===== config.mk =====
export PLATFORM = sky130hd
export DESIGN_NAME = spi_cmp_slave
export DESIGN_NICKNAME = d
export VERILOG_FILES = /design/src/rtl/scs_pkg.sv /design/src/rtl/scs_sync.sv /design/src/rtl/scs_shifter.sv /design/src/rtl/scs_filter.sv /design/src/rtl/scs_rxbuf.sv /design/src/rtl/spi_cmp_slave.sv
export SDC_FILE = /design/constraint.sdc
export NUM_CORES = 1
export LEC_CHECK = 0
export BUFFER_PORTS_ARGS = -buffer_cell sky130_fd_sc_hd__clkbuf_2
export CORE_MARGIN = 4
export CORE_UTILIZATION = 47
export CTS_CLUSTER_DIAMETER = 120
export DETAILED_ROUTE_END_ITERATION = 8
export HOLD_SLACK_MARGIN = 0.02
export PLACE_DENSITY_LB_ADDON = 0.15
export SYNTH_ARGS = -nofsm -noshare
export SYNTH_HDL_FRONTEND = slang
export SYNTH_HIERARCHICAL = 1
export SYNTH_SLANG_ARGS = --single-unit

===== constraint.sdc =====
create_clock -name clk -period 1.88 [get_ports clk]
set_clock_uncertainty 0.2 [all_clocks]
set_input_delay 0.282 -clock clk [delete_from_list [all_inputs] [get_ports clk]]
set_output_delay 0.282 -clock clk [all_outputs]
set_load 0.02 [all_outputs]

===== src/rtl/scs_pkg.sv =====
// Shared types for the SPI slave compare engine.
// Assumes nothing beyond a standard SystemVerilog package scope.
package scs_pkg;

    // Filter state of the current transfer.
    typedef enum logic [1:0] {
        FS_IDLE = 2'd0,   // select inactive or engine disabled
        FS_CMP  = 2'd1,   // waiting for the compare byte
        FS_PASS = 2'd2,   // normal slave traffic
        FS_MUTE = 2'd3    // compare failed, ignore until release
    } filt_state_t;

endpackage


===== src/rtl/scs_sync.sv =====
// Multi-bit, multi-stage synchroniser for slow, independent control inputs.
// Assumes every bit is sampled independently and its reset value is given by RST_VAL.
module scs_sync #(
    parameter int          W       = 3,
    parameter int          STAGES  = 2,
    parameter logic [W-1:0] RST_VAL = '0
) (
    input  logic         clk,
    input  logic         rst_n,
    input  logic [W-1:0] d_i,
    output logic [W-1:0] q_o
);

    logic [W-1:0] stage_q [STAGES];

    genvar s;
    generate
        for (s = 0; s < STAGES; s++) begin : g_stage
            if (s == 0) begin : g_first
                // Capture the asynchronous input.
                always_ff @(posedge clk) begin
                    if (!rst_n) stage_q[s] <= RST_VAL;
                    else        stage_q[s] <= d_i;
                end
            end else begin : g_next
                // Pass the value down the chain.
                always_ff @(posedge clk) begin
                    if (!rst_n) stage_q[s] <= RST_VAL;
                    else        stage_q[s] <= stage_q[s-1];
                end
            end
        end
    endgenerate

    assign q_o = stage_q[STAGES-1];

endmodule


===== src/rtl/scs_shifter.sv =====
// Bit engine: shifts receive bits on serial-clock rises, transmit bits on falls.
// Assumes act_i/start_i/rise_i/fall_i are single-clock qualified events in the system domain.
module scs_shifter #(
    parameter int DW = 8,
    localparam int CW = (DW > 1) ? $clog2(DW) : 1
) (
    input  logic          clk,
    input  logic          rst_n,
    input  logic          act_i,
    input  logic          start_i,
    input  logic          rise_i,
    input  logic          fall_i,
    input  logic          mosi_i,
    input  logic [DW-1:0] tx_byte_i,
    output logic          byte_done_o,
    output logic [DW-1:0] rx_byte_o,
    output logic          miso_bit_o
);

    localparam logic [CW-1:0] LAST = CW'(DW - 1);

    logic [CW-1:0] cnt_q;
    logic [DW-1:0] rx_q;
    logic [DW-1:0] tx_q;

    // Receive shift register and bit counter.
    always_ff @(posedge clk) begin
        if (!rst_n || !act_i) begin
            cnt_q <= '0;
            rx_q  <= '0;
        end else if (rise_i) begin
            rx_q  <= {rx_q[DW-2:0], mosi_i};
            cnt_q <= (cnt_q == LAST) ? '0 : cnt_q + 1'b1;
        end
    end

    // Transmit shift register: load on start and at byte boundaries.
    always_ff @(posedge clk) begin
        if (!rst_n) begin
            tx_q <= '0;
        end else if (start_i) begin
            tx_q <= tx_byte_i;
        end else if (act_i && fall_i) begin
            if (cnt_q == '0) tx_q <= tx_byte_i;
            else             tx_q <= {tx_q[DW-2:0], 1'b0};
        end
    end

    assign byte_done_o = act_i && rise_i && (cnt_q == LAST);
    assign rx_byte_o   = {rx_q[DW-2:0], mosi_i};
    assign miso_bit_o  = tx_q[DW-1];

endmodule


===== src/rtl/scs_filter.sv =====
// Compare filter: decides whether completed bytes are delivered and DO is driven.
// Assumes compare enable is sampled once, on the start event of a transfer.
module scs_filter
    import scs_pkg::*;
#(
    parameter int DW = 8
) (
    input  logic          clk,
    input  logic          rst_n,
    input  logic          act_i,
    input  logic          start_i,
    input  logic          byte_done_i,
    input  logic [DW-1:0] rx_byte_i,
    input  logic          cmp_en_i,
    input  logic [DW-1:0] cmp_value_i,
    input  logic          hiz_i,
    output logic          deliver_o,
    output logic          match_o,
    output logic          oe_o,
    output logic          muted_o
);

    filt_state_t state_q;
    logic        match_q;

    // Transfer filter state machine.
    always_ff @(posedge clk) begin
        if (!rst_n || !act_i) begin
            state_q <= FS_IDLE;
        end else if (start_i) begin
            state_q <= cmp_en_i ? FS_CMP : FS_PASS;
        end else if (byte_done_i && state_q == FS_CMP) begin
            state_q <= (rx_byte_i == cmp_value_i) ? FS_PASS : FS_MUTE;
        end
    end

    // One-clock match pulse on a successful compare.
    always_ff @(posedge clk) begin
        if (!rst_n) match_q <= 1'b0;
        else        match_q <= act_i && !start_i && byte_done_i &&
                               (state_q == FS_CMP) && (rx_byte_i == cmp_value_i);
    end

    assign deliver_o = byte_done_i && (state_q == FS_PASS);
    assign match_o   = match_q;
    assign oe_o      = (state_q == FS_PASS) && !hiz_i;
    assign muted_o   = (state_q == FS_MUTE);

endmodule


===== src/rtl/scs_rxbuf.sv =====
// Receive buffer with available, interrupt and overrun flags.
// Assumes deliver_i is a single-clock strobe; a delivery wins over a same-cycle clear.
module scs_rxbuf #(
    parameter int DW = 8
) (
    input  logic          clk,
    input  logic          rst_n,
    input  logic          deliver_i,
    input  logic [DW-1:0] byte_i,
    input  logic          rd_i,
    input  logic          ovr_clr_i,
    output logic [DW-1:0] data_o,
    output logic          avail_o,
    output logic          irq_o,
    output logic          ovr_o
);

    logic [DW-1:0] data_q;
    logic          avail_q;
    logic          irq_q;
    logic          ovr_q;

    // Buffer contents and flags.
    always_ff @(posedge clk) begin
        if (!rst_n) begin
            data_q  <= '0;
            avail_q <= 1'b0;
            irq_q   <= 1'b0;
            ovr_q   <= 1'b0;
        end else begin
            irq_q <= deliver_i;
            if (deliver_i) begin
                data_q  <= byte_i;
                avail_q <= 1'b1;
                if (avail_q) ovr_q <= 1'b1;
                else if (ovr_clr_i) ovr_q <= 1'b0;
            end else begin
                if (rd_i)      avail_q <= 1'b0;
                if (ovr_clr_i) ovr_q   <= 1'b0;
            end
        end
    end

    assign data_o  = data_q;
    assign avail_o = avail_q;
    assign irq_o   = irq_q;
    assign ovr_o   = ovr_q;

endmodule


===== src/rtl/spi_cmp_slave.sv =====
// SPI slave engine with optional first-byte compare filter (top level).
// Assumes the serial clock idles low, is much slower than clk, and that
// control and compare inputs come from a register owned by the surroundings.
module spi_cmp_slave #(
    parameter int DW          = 8,
    parameter int SYNC_STAGES = 2
) (
    input  logic          clk,
    input  logic          rst_n,
    input  logic          spi_sck_i,
    input  logic          spi_ss_n_i,
    input  logic          spi_mosi_i,
    output logic          spi_miso_o,
    output logic          spi_miso_oe_o,
    input  logic [DW-1:0] tx_byte_i,
    input  logic          cfg_enable_i,
    input  logic          cfg_cmp_en_i,
    input  logic          cfg_hiz_i,
    input  logic [DW-1:0] cmp_value_i,
    input  logic          rx_rd_i,
    input  logic          ovr_clr_i,
    output logic [DW-1:0] rx_data_o,
    output logic          rx_avail_o,
    output logic          rx_irq_o,
    output logic          ovr_o,
    output logic          match_o
);

    logic [2:0]    sync_q;
    logic          sck_s, ss_n_s, mosi_s;
    logic          sck_prev_q, act_prev_q;
    logic          act, start, rise, fall;
    logic          byte_done, deliver, oe, miso_bit, filt_muted;
    logic [DW-1:0] rx_byte;

    scs_sync #(.W(3), .STAGES(SYNC_STAGES), .RST_VAL(3'b010)) u_sync (
        .clk   (clk),
        .rst_n (rst_n),
        .d_i   ({spi_sck_i, spi_ss_n_i, spi_mosi_i}),
        .q_o   (sync_q)
    );

    assign {sck_s, ss_n_s, mosi_s} = sync_q;
    assign act   = cfg_enable_i && !ss_n_s;

    // Edge history of the synchronised serial clock and activity.
    always_ff @(posedge clk) begin
        if (!rst_n) begin
            sck_prev_q <= 1'b0;
            act_prev_q <= 1'b0;
        end else begin
            sck_prev_q <= sck_s;
            act_prev_q <= act;
        end
    end

    assign start = act && !act_prev_q;
    assign rise  = sck_s && !sck_prev_q;
    assign fall  = !sck_s && sck_prev_q;

    scs_shifter #(.DW(DW)) u_shift (
        .clk         (clk),
        .rst_n       (rst_n),
        .act_i       (act),
        .start_i     (start),
        .rise_i      (rise),
        .fall_i      (fall),
        .mosi_i      (mosi_s),
        .tx_byte_i   (tx_byte_i),
        .byte_done_o (byte_done),
        .rx_byte_o   (rx_byte),
        .miso_bit_o  (miso_bit)
    );

    scs_filter #(.DW(DW)) u_filt (
        .clk         (clk),
        .rst_n       (rst_n),
        .act_i       (act),
        .start_i     (start),
        .byte_done_i (byte_done),
        .rx_byte_i   (rx_byte),
        .cmp_en_i    (cfg_cmp_en_i),
        .cmp_value_i (cmp_value_i),
        .hiz_i       (cfg_hiz_i),
        .deliver_o   (deliver),
        .match_o     (match_o),
        .oe_o        (oe),
        .muted_o     (filt_muted)
    );

    scs_rxbuf #(.DW(DW)) u_rxbuf (
        .clk       (clk),
        .rst_n     (rst_n),
        .deliver_i (deliver),
        .byte_i    (rx_byte),
        .rd_i      (rx_rd_i),
        .ovr_clr_i (ovr_clr_i),
        .data_o    (rx_data_o),
        .avail_o   (rx_avail_o),
        .irq_o     (rx_irq_o),
        .ovr_o     (ovr_o)
    );

    assign spi_miso_oe_o = act && oe;
    assign spi_miso_o    = spi_miso_oe_o && miso_bit;

endmodule


==> results.md, run 1 <==
* Post-Syn Nets at between 150 and 200
* Total global-route track usage at ~18%
* Rows at 21
* Clock Sinks at 40
* GP Congestion at around 0.80
* Sequential cell fraction of total power at a little over half
* Die X at 68.0 µm
* Nets at around 260
* Post-Syn Area at about 0.0017 mm²
* Critical Path Source: u_filt/state_q[1]
* Final Hold Fails at 0
* Transition time of the tightest slew-check pin at between 0.3 and 0.4 ns
* Placed Cells at between 200 and 300
* Power Density at slightly above 700 mW/mm²
* Hold Crit Class: in2reg
* IO Count at 40
* Leak pwr at around 0.86 nW
* Clock power share at 37.9%
* Critical Path End Type: primary output
* Worst skew pair latency at 0.35 ns
* Critical Path AT at around 1.3 ns
* Max_cap viols at 0
* Avg Vias per Cell at roughly 5.0
* Final min period at around 1.8 ns
* Hold Path Stages at 4
* Tcrit/Tclk final at a little over nine tenths
* Iteration count of the initial detailed-routing pass at 4
* Initial Utilization at 49.6%
* Gr ovfl total at 0
* H-tree levels at 2
* Yosys warnings at 6
* Switch share at between 20% and 30%
* Largest net degree at the start of global routing at 20
* Mapped Cells at around 170
* DR WL/cell at 13.1 µm
* Setup TNS at 0 ns
* CTS Root Cell: clkbuf_4
* Slew headroom at 76.1%
* Die height at between 60 and 70 µm
* TritonCTS clock tree: done
* Worst Path Max Fanout at 3
* PortBufs at 39
* Status: finished clean
* Kind of critical path: reg2out
* Global-route wire length before repair at 6.11 mm
* Worst reg-to-reg setup slack at approximately 0.12 ns
* Final Max Slew Viols at 0
* P_sw at around 330 µW
* Final HPWL DP at between 2 and 2.5 mm
* CTS buffer count at 5
* CTS max path bufs at 2
* Int Pwr at between 1 and 1.5 mW
* Layout cells sized above 1 at between 20% and 30%
* Antenna violations before repair at 0
* Fmax at 552 MHz
* Vias in the first global route at approximately 1,400
* Routed WL at about 3.6 mm
* Setup violators final at 0
* Mapped Avg Cell Area at 10.1 µm²
* Via count at approximately 1,400
* Util after Layout at approximately 65%
* ANT cells at 0
* DIE AREA at between 0.004 and 0.005 mm²
* Remaining DRCs at 0
* Worst hold start: cmp_value_i[7]
* R2R depth at 7
* Clk pin slew, worst setup/hold paths at 0.12 ns
* Core area at ~0.0034 mm²
* CP required at between 1 and 1.5 ns
* Startpoint types: register
* Number of cells in the finished layout apart from fillers at 275
* RSZ-0062 raised after global routing: false
* Combinational share of power at approximately 7.3%
* Max IR drop VDD at about 0.50 mV
* Hold slack at just under 0.09 ns
* Worst reg2reg path startpoint: u_shift/cnt_q[1]
* Area Overhead vs Synth at 31.1%
* Detailed router's first-iteration violation count at 91
* Filler cell count at around 280
* Antenna Violating Nets Remaining at 0
worst paths after layout:
kind | to
setup reg to reg | u_rxbuf/data_o[1]
setup / recovery | spi_miso_o
hold / removal | u_filt/match_o
hold reg to reg | u_sync/stage_q[1][1]
worst max-delay path: stages (launching register included):
cell and delay (ns):
dfxtp_1 0.40, nor3b_4 0.21, and4b_1 0.20, clkbuf_2 0.16
placed cells by master, fill, tap and decap left out, types with 5 or more instances in the layout:
cell and n:
a31oi_1 8, and2_1 5, buf_4 6, clkbuf_2 39
clkbuf_4 5, dfxtp_1 38, dlygate4sd3_1 15, mux2i_1 19
nand2_1 6, nand3b_1 7, nor2_1 11, nor2b_1 12
o21ai_0 12, xnor2_1 8
through the flow:
step / power [mW] / setup slack (ns) / cell area [µm²]
6_report: 1.58 / 0.0672 / 2220
5_1_grt: 1.65 / 0.00181 / 2220
4_1_cts: 1.60 / 0.0292 / 2190
3_5_place_dp: 0.977 / 0.0708 / 1940
3_3_place_gp: 0.973 / 0.142 / 1940
2_1_floorplan: 0.937 / 0.0836 / 1690
repair_timing:
item                                   in CTS  in global routing
pin swaps                                   0                  1
resized for setup                           1                  5
setup buffers                               0                  2
hold buffers                               15                  0
setup endpoints to repair                   1                 11
endpoints found under the hold margin      15                  0
layer usage:
layer	wire length, µm	GRT usage (%)	vias to the layer above
met5	0	0	-
li1	-	-	705
met3	156	6.08	10
met2	1780	28.2	32
met1	1590	21.4	640
met4	89	8.44	0
cell type report:
cell class	instances	area [µm²]	share of cell area, %
Tap cell	46	57.6	2.59
Multi-Input combinational cell	118	851	38.3
Sequential cell	40	803	36.2
Inverter	2	7.51	0.338
Clock buffer	6	51.3	2.31
Timing Repair Buffer	61	410	18.5
Clock inverter	2	38.8	1.75
power by group through the flow:
stage,clock (mW),sequential [mW],combinational (mW)
2_1_floorplan,0,0.884,0.0527
3_3_place_gp,0,0.886,0.0878
3_5_place_dp,0,0.886,0.0907
4_1_cts,0.619,0.867,0.116
5_1_grt,0.656,0.869,0.128
6_report,0.600,0.867,0.116
sequential cells by signal, indices dropped and copies added (netlist names):
| signal | count |
|---|---|
| act_prev_q | 1 |
| sck_prev_q | 1 |
| u_filt/match_o | 1 |
| u_filt/state_q | 2 |
| u_rxbuf/avail_o | 1 |
| u_rxbuf/data_o | 8 |
| u_rxbuf/irq_o | 1 |
| u_rxbuf/ovr_o | 1 |
| u_shift/cnt_q | 3 |
| u_shift/rx_q | 7 |
| u_shift/tx_q | 8 |
| u_sync/stage_q | 6 |
(Power assumes the default switching activity.)
==> inputs of run 2 (changes only) <==
Settings changed: CORE_MARGIN 4 to 2.
==> results.md, run 2 (synthesis gave the netlist of run 1 again) <==
* P_sw at 296 µW (-11%)
* Max_cap viols at 0 (unchanged)
* Fmax at 571 MHz (+3.6%)
* Routed WL at 3.48 mm (-3.4%)
* Final min period at 1.75 ns (-0.0623 ns)
* IO Count at 40 (unchanged)
* Final HPWL DP at 2.40 mm (-3.4%)
* Tcrit/Tclk final at 93.1% (-3.3 points)
* Iteration count of the initial detailed-routing pass at 4 (unchanged)
* Via count at 1,364 (-1.7%)
* Hold Crit Class: in2reg
* Initial Utilization at 49.9% (+0.38 points)
* Worst skew pair latency at 0.33 ns (-0.02 ns)
* Rows at 21 (unchanged)
* Power Density at 620 mW/mm² (-13%)
* Clock power share at 28.1% (-9.8 points)
* Critical path, cell by cell: nor3b_2 -> and4b_1 -> clkbuf_2
* Clk pin slew, worst setup/hold paths at 0.10 ns (-0.02 ns)
* Int Pwr at 1.06 mW (-15%)
* Die height at 64.0 µm (-5.9%)
* Antenna violations before repair at 0 (unchanged)
* Slowest-stage cell, CP: dfxtp_1
* Combinational share of power at 8.3% (+1.0 points)
* Util after Layout at 64.6% (-0.38 points)
* Top delay family on crit path: flip-flops
* Placed instance area at 0.00194 mm² (unchanged)
* Most frequent cells in the layout: 39 x clkbuf_2, 38 x dfxtp_1, 19 x mux2i_1
* Status: finished clean
* Layout cells sized above 1 at 28.9% (+0.068 points)
* PortBufs at 39 (unchanged)
* ANT cells at 0 (unchanged)
* Core area at 0.00339 mm² (-0.77%)
* Avg Vias per Cell at 5.03 (-0.21%)
* Startpoint types: register
* DR WL/cell at 12.9 µm (-2.0%)
* Antenna Violating Nets Remaining at 0 (unchanged)
* Remaining DRCs at 0 (unchanged)
* CTS Root Cell: clkbuf_4
* Transition time of the tightest slew-check pin at 0.358 ns (-0.0000312 ns)
* Switch share at 21.8% (+0.73 points)
* CP required at 1.40 ns (about the same)
* Sequential cell fraction of total power at 63.6% (+8.8 points)
* Total global-route track usage at 18.3% (+0.58 points)
* Vias in the first global route at 1,347 (-2.1%)
* Most common cell after layout, fill and taps aside: clkbuf_2
* Setup violators final at 0 (unchanged)
* Critical Path End Type: primary output
* Die X at 64.0 µm (-5.9%)
* Fin area at 0.00219 mm² (-1.4%)
* Final Max Slew Viols at 0 (unchanged)
* Hold slack at 0.0506 ns (-0.0379 ns)
* Nets at 254 (-1.2%)
* Area Overhead vs Synth at 29.3%
* Setup TNS at 0 ns (unchanged)
* RSZ-0062 raised after global routing: false
* Worst Path Max Fanout at 3 (unchanged)
* Critical Path AT at 1.27 ns (-0.06 ns)
* H-tree levels at 2 (unchanged)
* Leak pwr at 0.825 nW (-3.9%)
* Kind of critical path: reg2out
* Final Hold Fails at 0 (unchanged)
* GP Congestion at 0.791 (-1.6%)
* Clock Sinks at 40 (unchanged)
* Largest net degree at the start of global routing at 20 (unchanged)
* DIE AREA at 0.00410 mm² (-11%)
* CTS buffer count at 5 (unchanged)
* Slew headroom at 76.1% (about the same)
* Global-route wire length before repair at 5.87 mm (-3.9%)
* Slowest cell delay on critical path at 0.40 ns (about the same)
* Detailed router's first-iteration violation count at 60 (-34%)
* CP bufs+invs at 1 (unchanged)
* CTS max path bufs at 2 (unchanged)
* TritonCTS clock tree: done
* Max IR drop VDD at 0.442 mV (-11%)
* Gr ovfl total at 0 (unchanged)
-- run 2: timing repair --
action,CTS,global route
endpoints found under the hold margin,13,0
setup endpoints to repair,0,11
buffers inserted,0,0
resized for setup,0,11
hold buffers,13,0
-- run 2: layer usage --
layer  part of all wire [%]  global-route usage (%)
met5                      0                       0
met2                     48                    30.2
met4                    1.3                    6.79
met1                     44                    22.0
met3                    6.1                    6.16
-- run 2: metrics by stage --
step | instances | power, mW | worst slack (ns)
after CTS | 270 | 1.38 | 0.0530
after global placement | 250 | 0.974 | 0.152
final | 271 | 1.36 | 0.130
after detailed placement | 250 | 0.978 | 0.0809
after floorplan | 167 | 0.937 | 0.0836
after global routing | 271 | 1.44 | 0.0206
-- run 2: cell type report --
type,instances,area (µm²)
Clock buffer,6,41.3
Fill cell,292,1200
Clock inverter,1,5.00
Multi-Input combinational cell,118,870
Timing Repair Buffer,58,400
Inverter,2,7.51
Sequential cell,40,808
Tap cell,46,57.6
-- run 2: worst register-to-register path: stages (launching register included) --
cell     delay [ns]
dfxtp_4        0.38
ha_4           0.14
ha_4           0.12
and3_4         0.18
and3b_2        0.24
buf_12         0.14
mux2i_1        0.19
nor2b_1        0.06
-- run 2: final timing paths --
check                       start                   end  slack [ns]  cells after the start
max             u_filt/state_q[1]            spi_miso_o        0.13                      3
min                       rx_rd_i       u_rxbuf/avail_o        0.05                      3
max reg2reg      u_shift/cnt_q[1]     u_rxbuf/data_o[5]        0.13                      7
min reg2reg  u_sync/stage_q[0][1]  u_sync/stage_q[1][1]        0.24                      1
-- run 2: power groups by stage --
stage	Combinational, mW	Sequential (mW)	Clock [mW]
3_5_place_dp	0.0918	0.886	0
6_report	0.113	0.864	0.381
2_1_floorplan	0.0527	0.884	0
3_3_place_gp	0.0884	0.886	0
5_1_grt	0.123	0.866	0.449
4_1_cts	0.113	0.867	0.404
==> inputs of run 3 (changes only) <==
Settings changed: CAP_MARGIN from default to 40, PLACE_DENSITY from default to 0.74, PLACE_DENSITY_LB_ADDON 0.15 to default.
==> results.md, run 3 (synthesis gave the netlist of run 1 again) <==
* Nets at 254 (unchanged)
* Detailed router's first-iteration violation count at 104 (+73%)
* Rows at 21 (unchanged)
* Setup violators final at 0 (unchanged)
* Layout cells sized above 1 at 30.5% (+1.6 points)
* Area Overhead vs Synth at 30.9%
* Clock Sinks at 40 (unchanged)
* Antenna violations before repair at 0 (unchanged)
* Critical Path AT at 1.90 ns (+0.63 ns)
* Initial Utilization at 49.9% (unchanged)
* Max IR drop VDD at 0.527 mV (+19%)
* Total global-route track usage at 18.8% (+0.49 points)
* Fmax at 539 MHz (-5.7%)
* Slew headroom at 74.3% (-1.8 points)
* DIE AREA at 0.00410 mm² (unchanged)
* Via count at 1,397 (+2.4%)
* Startpoint types: register
* CTS max path bufs at 2 (unchanged)
* Final Hold Fails at 0 (unchanged)
* Die height at 64.0 µm (unchanged)
* Transition time of the tightest slew-check pin at 0.386 ns (+0.0278 ns)
* Hold slack at 0.0243 ns (-0.0263 ns)
* Kind of critical path: reg2reg
* Worst Path Max Fanout at 6 (+3)
* Largest net degree at the start of global routing at 23 (+15%)
* TritonCTS clock tree: done
* PortBufs at 39 (unchanged)
* Gr ovfl total at 0 (unchanged)
* Hold Crit Class: in2reg
* Critical Path End Type: register
* DR WL/cell at 13.8 µm (+7.2%)
* CTS Root Cell: clkbuf_4
* GP Congestion at 0.746 (-5.6%)
* Clk pin slew, worst setup/hold paths at 0.12 ns (+0.02 ns)
* Vias in the first global route at 1,330 (-1.3%)
* CP required at 1.92 ns (+0.52 ns)
* Leak pwr at 0.837 nW (+1.4%)
* Most common cell after layout, fill and taps aside: clkbuf_2
* Iteration count of the initial detailed-routing pass at 4 (unchanged)
* Die X at 64.0 µm (unchanged)
* Routed WL at 3.75 mm (+7.6%)
* CTS buffer count at 5 (unchanged)
* ANT cells at 0 (unchanged)
* Status: finished clean
* Total Power at 1.43 mW (+5.4%)
* Register area at 803 µm² (-0.62%)
* Placed instance area at 0.00194 mm² (unchanged)
* Remaining DRCs at 0 (unchanged)
* Filler cell count at 275 (-5.8%)
* Final HPWL DP at 2.51 mm (+4.5%)
* Final min period at 1.86 ns (+0.106 ns)
* Tcrit/Tclk final at 98.7% (+5.6 points)
* Area of the multi-input gates at 886 µm² (+1.9%)
* H-tree levels at 2 (unchanged)
* Core area at 0.00339 mm² (unchanged)
* Most frequent cells in the layout: 39 x clkbuf_2, 38 x dfxtp_1, 17 x mux2i_1
* Avg Vias per Cell at 5.14 (+2.0%)
* Fin area at 0.00222 mm² (+1.2%)
* Max_cap viols at 0 (unchanged)
* Final Max Slew Viols at 0 (unchanged)
* IO Count at 40 (unchanged)
* Post-CTS Setup Bufs at 0 (unchanged)
* Antenna Violating Nets Remaining at 0 (unchanged)
* Power Density at 646 mW/mm² (+4.2%)
* Worst skew pair latency at 0.35 ns (+0.02 ns)
* Global-route wire length before repair at 5.93 mm (+1.2%)
==> run 3: changes by cell type in the layout (fill, tap and decap cells not counted), sizes merged <==
cell    delta
clkinv     +1
==> run 3: worst max-delay path: stages, from the launching register on <==
cell     delay [ns]
dfxtp_2        0.39
ha_4           0.16
ha_4           0.12
and3_4         0.18
and3b_2        0.25
buf_12         0.15
mux2i_2        0.22
nor2b_1        0.07
==> run 3: area by class of cell <==
type / instances / area share (%)
clock buffers: 6 / 2.32
flip-flops and latches: 40 / 36.3
inverters: 2 / 0.339
repair buffers: 58 / 18.1
multi-input cells: 118 / 40.0
well taps: 46 / 2.60
clock inverters: 2 / 0.452
==> run 3: final timing paths <==
path / start / end / slack [ns] / depth (start not counted)
max: u_shift/cnt_q[0] / u_rxbuf/data_o[6] / 0.02 / 7
min: tx_byte_i[4] / u_shift/tx_q[4] / 0.02 / 3
max reg2reg: u_shift/cnt_q[0] / u_rxbuf/data_o[6] / 0.02 / 7
min reg2reg: u_sync/stage_q[0][1] / u_sync/stage_q[1][1] / 0.22 / 1
==> run 3: power breakdown <==
group / switching [mW] / internal [mW]
combinational: 0.0466 / 0.0663
sequential: 0.00644 / 0.860
clock: 0.274 / 0.178
==> run 3: layer usage <==
layer  share of wire, %  vias up  GRT usage, %
met5                  0        -             0
met4                1.8        0          9.78
met3                4.9        6          4.23
met2                 49       46          31.1
met1                 44      647          22.7
li1                   -      698             -
==> run 3: metrics by stage <==
stage | TNS, ns | std cells | utilization, % | setup slack (ns)
floorplan | 0 | 167 | - | 0.0836
global placement | 0 | 250 | 57.4 | 0.147
detailed placement | 0 | 250 | 57.4 | 0.0179
CTS | 0 | 271 | 63.2 | 0.0311
global route | -0.0712 | 272 | 65.4 | -0.0341
finish | 0 | 272 | 65.4 | 0.0237
==> run 3: what timing repair did <==
| action | in CTS | in global routing |
|---|---|---|
| pin swaps | 0 | 1 |
| gates cloned | 0 | 1 |
| setup endpoints to repair | 3 | 10 |
| hold buffers | 13 | 0 |
| endpoints found under the hold margin | 13 | 0 |
| resized for setup | 2 | 10 |
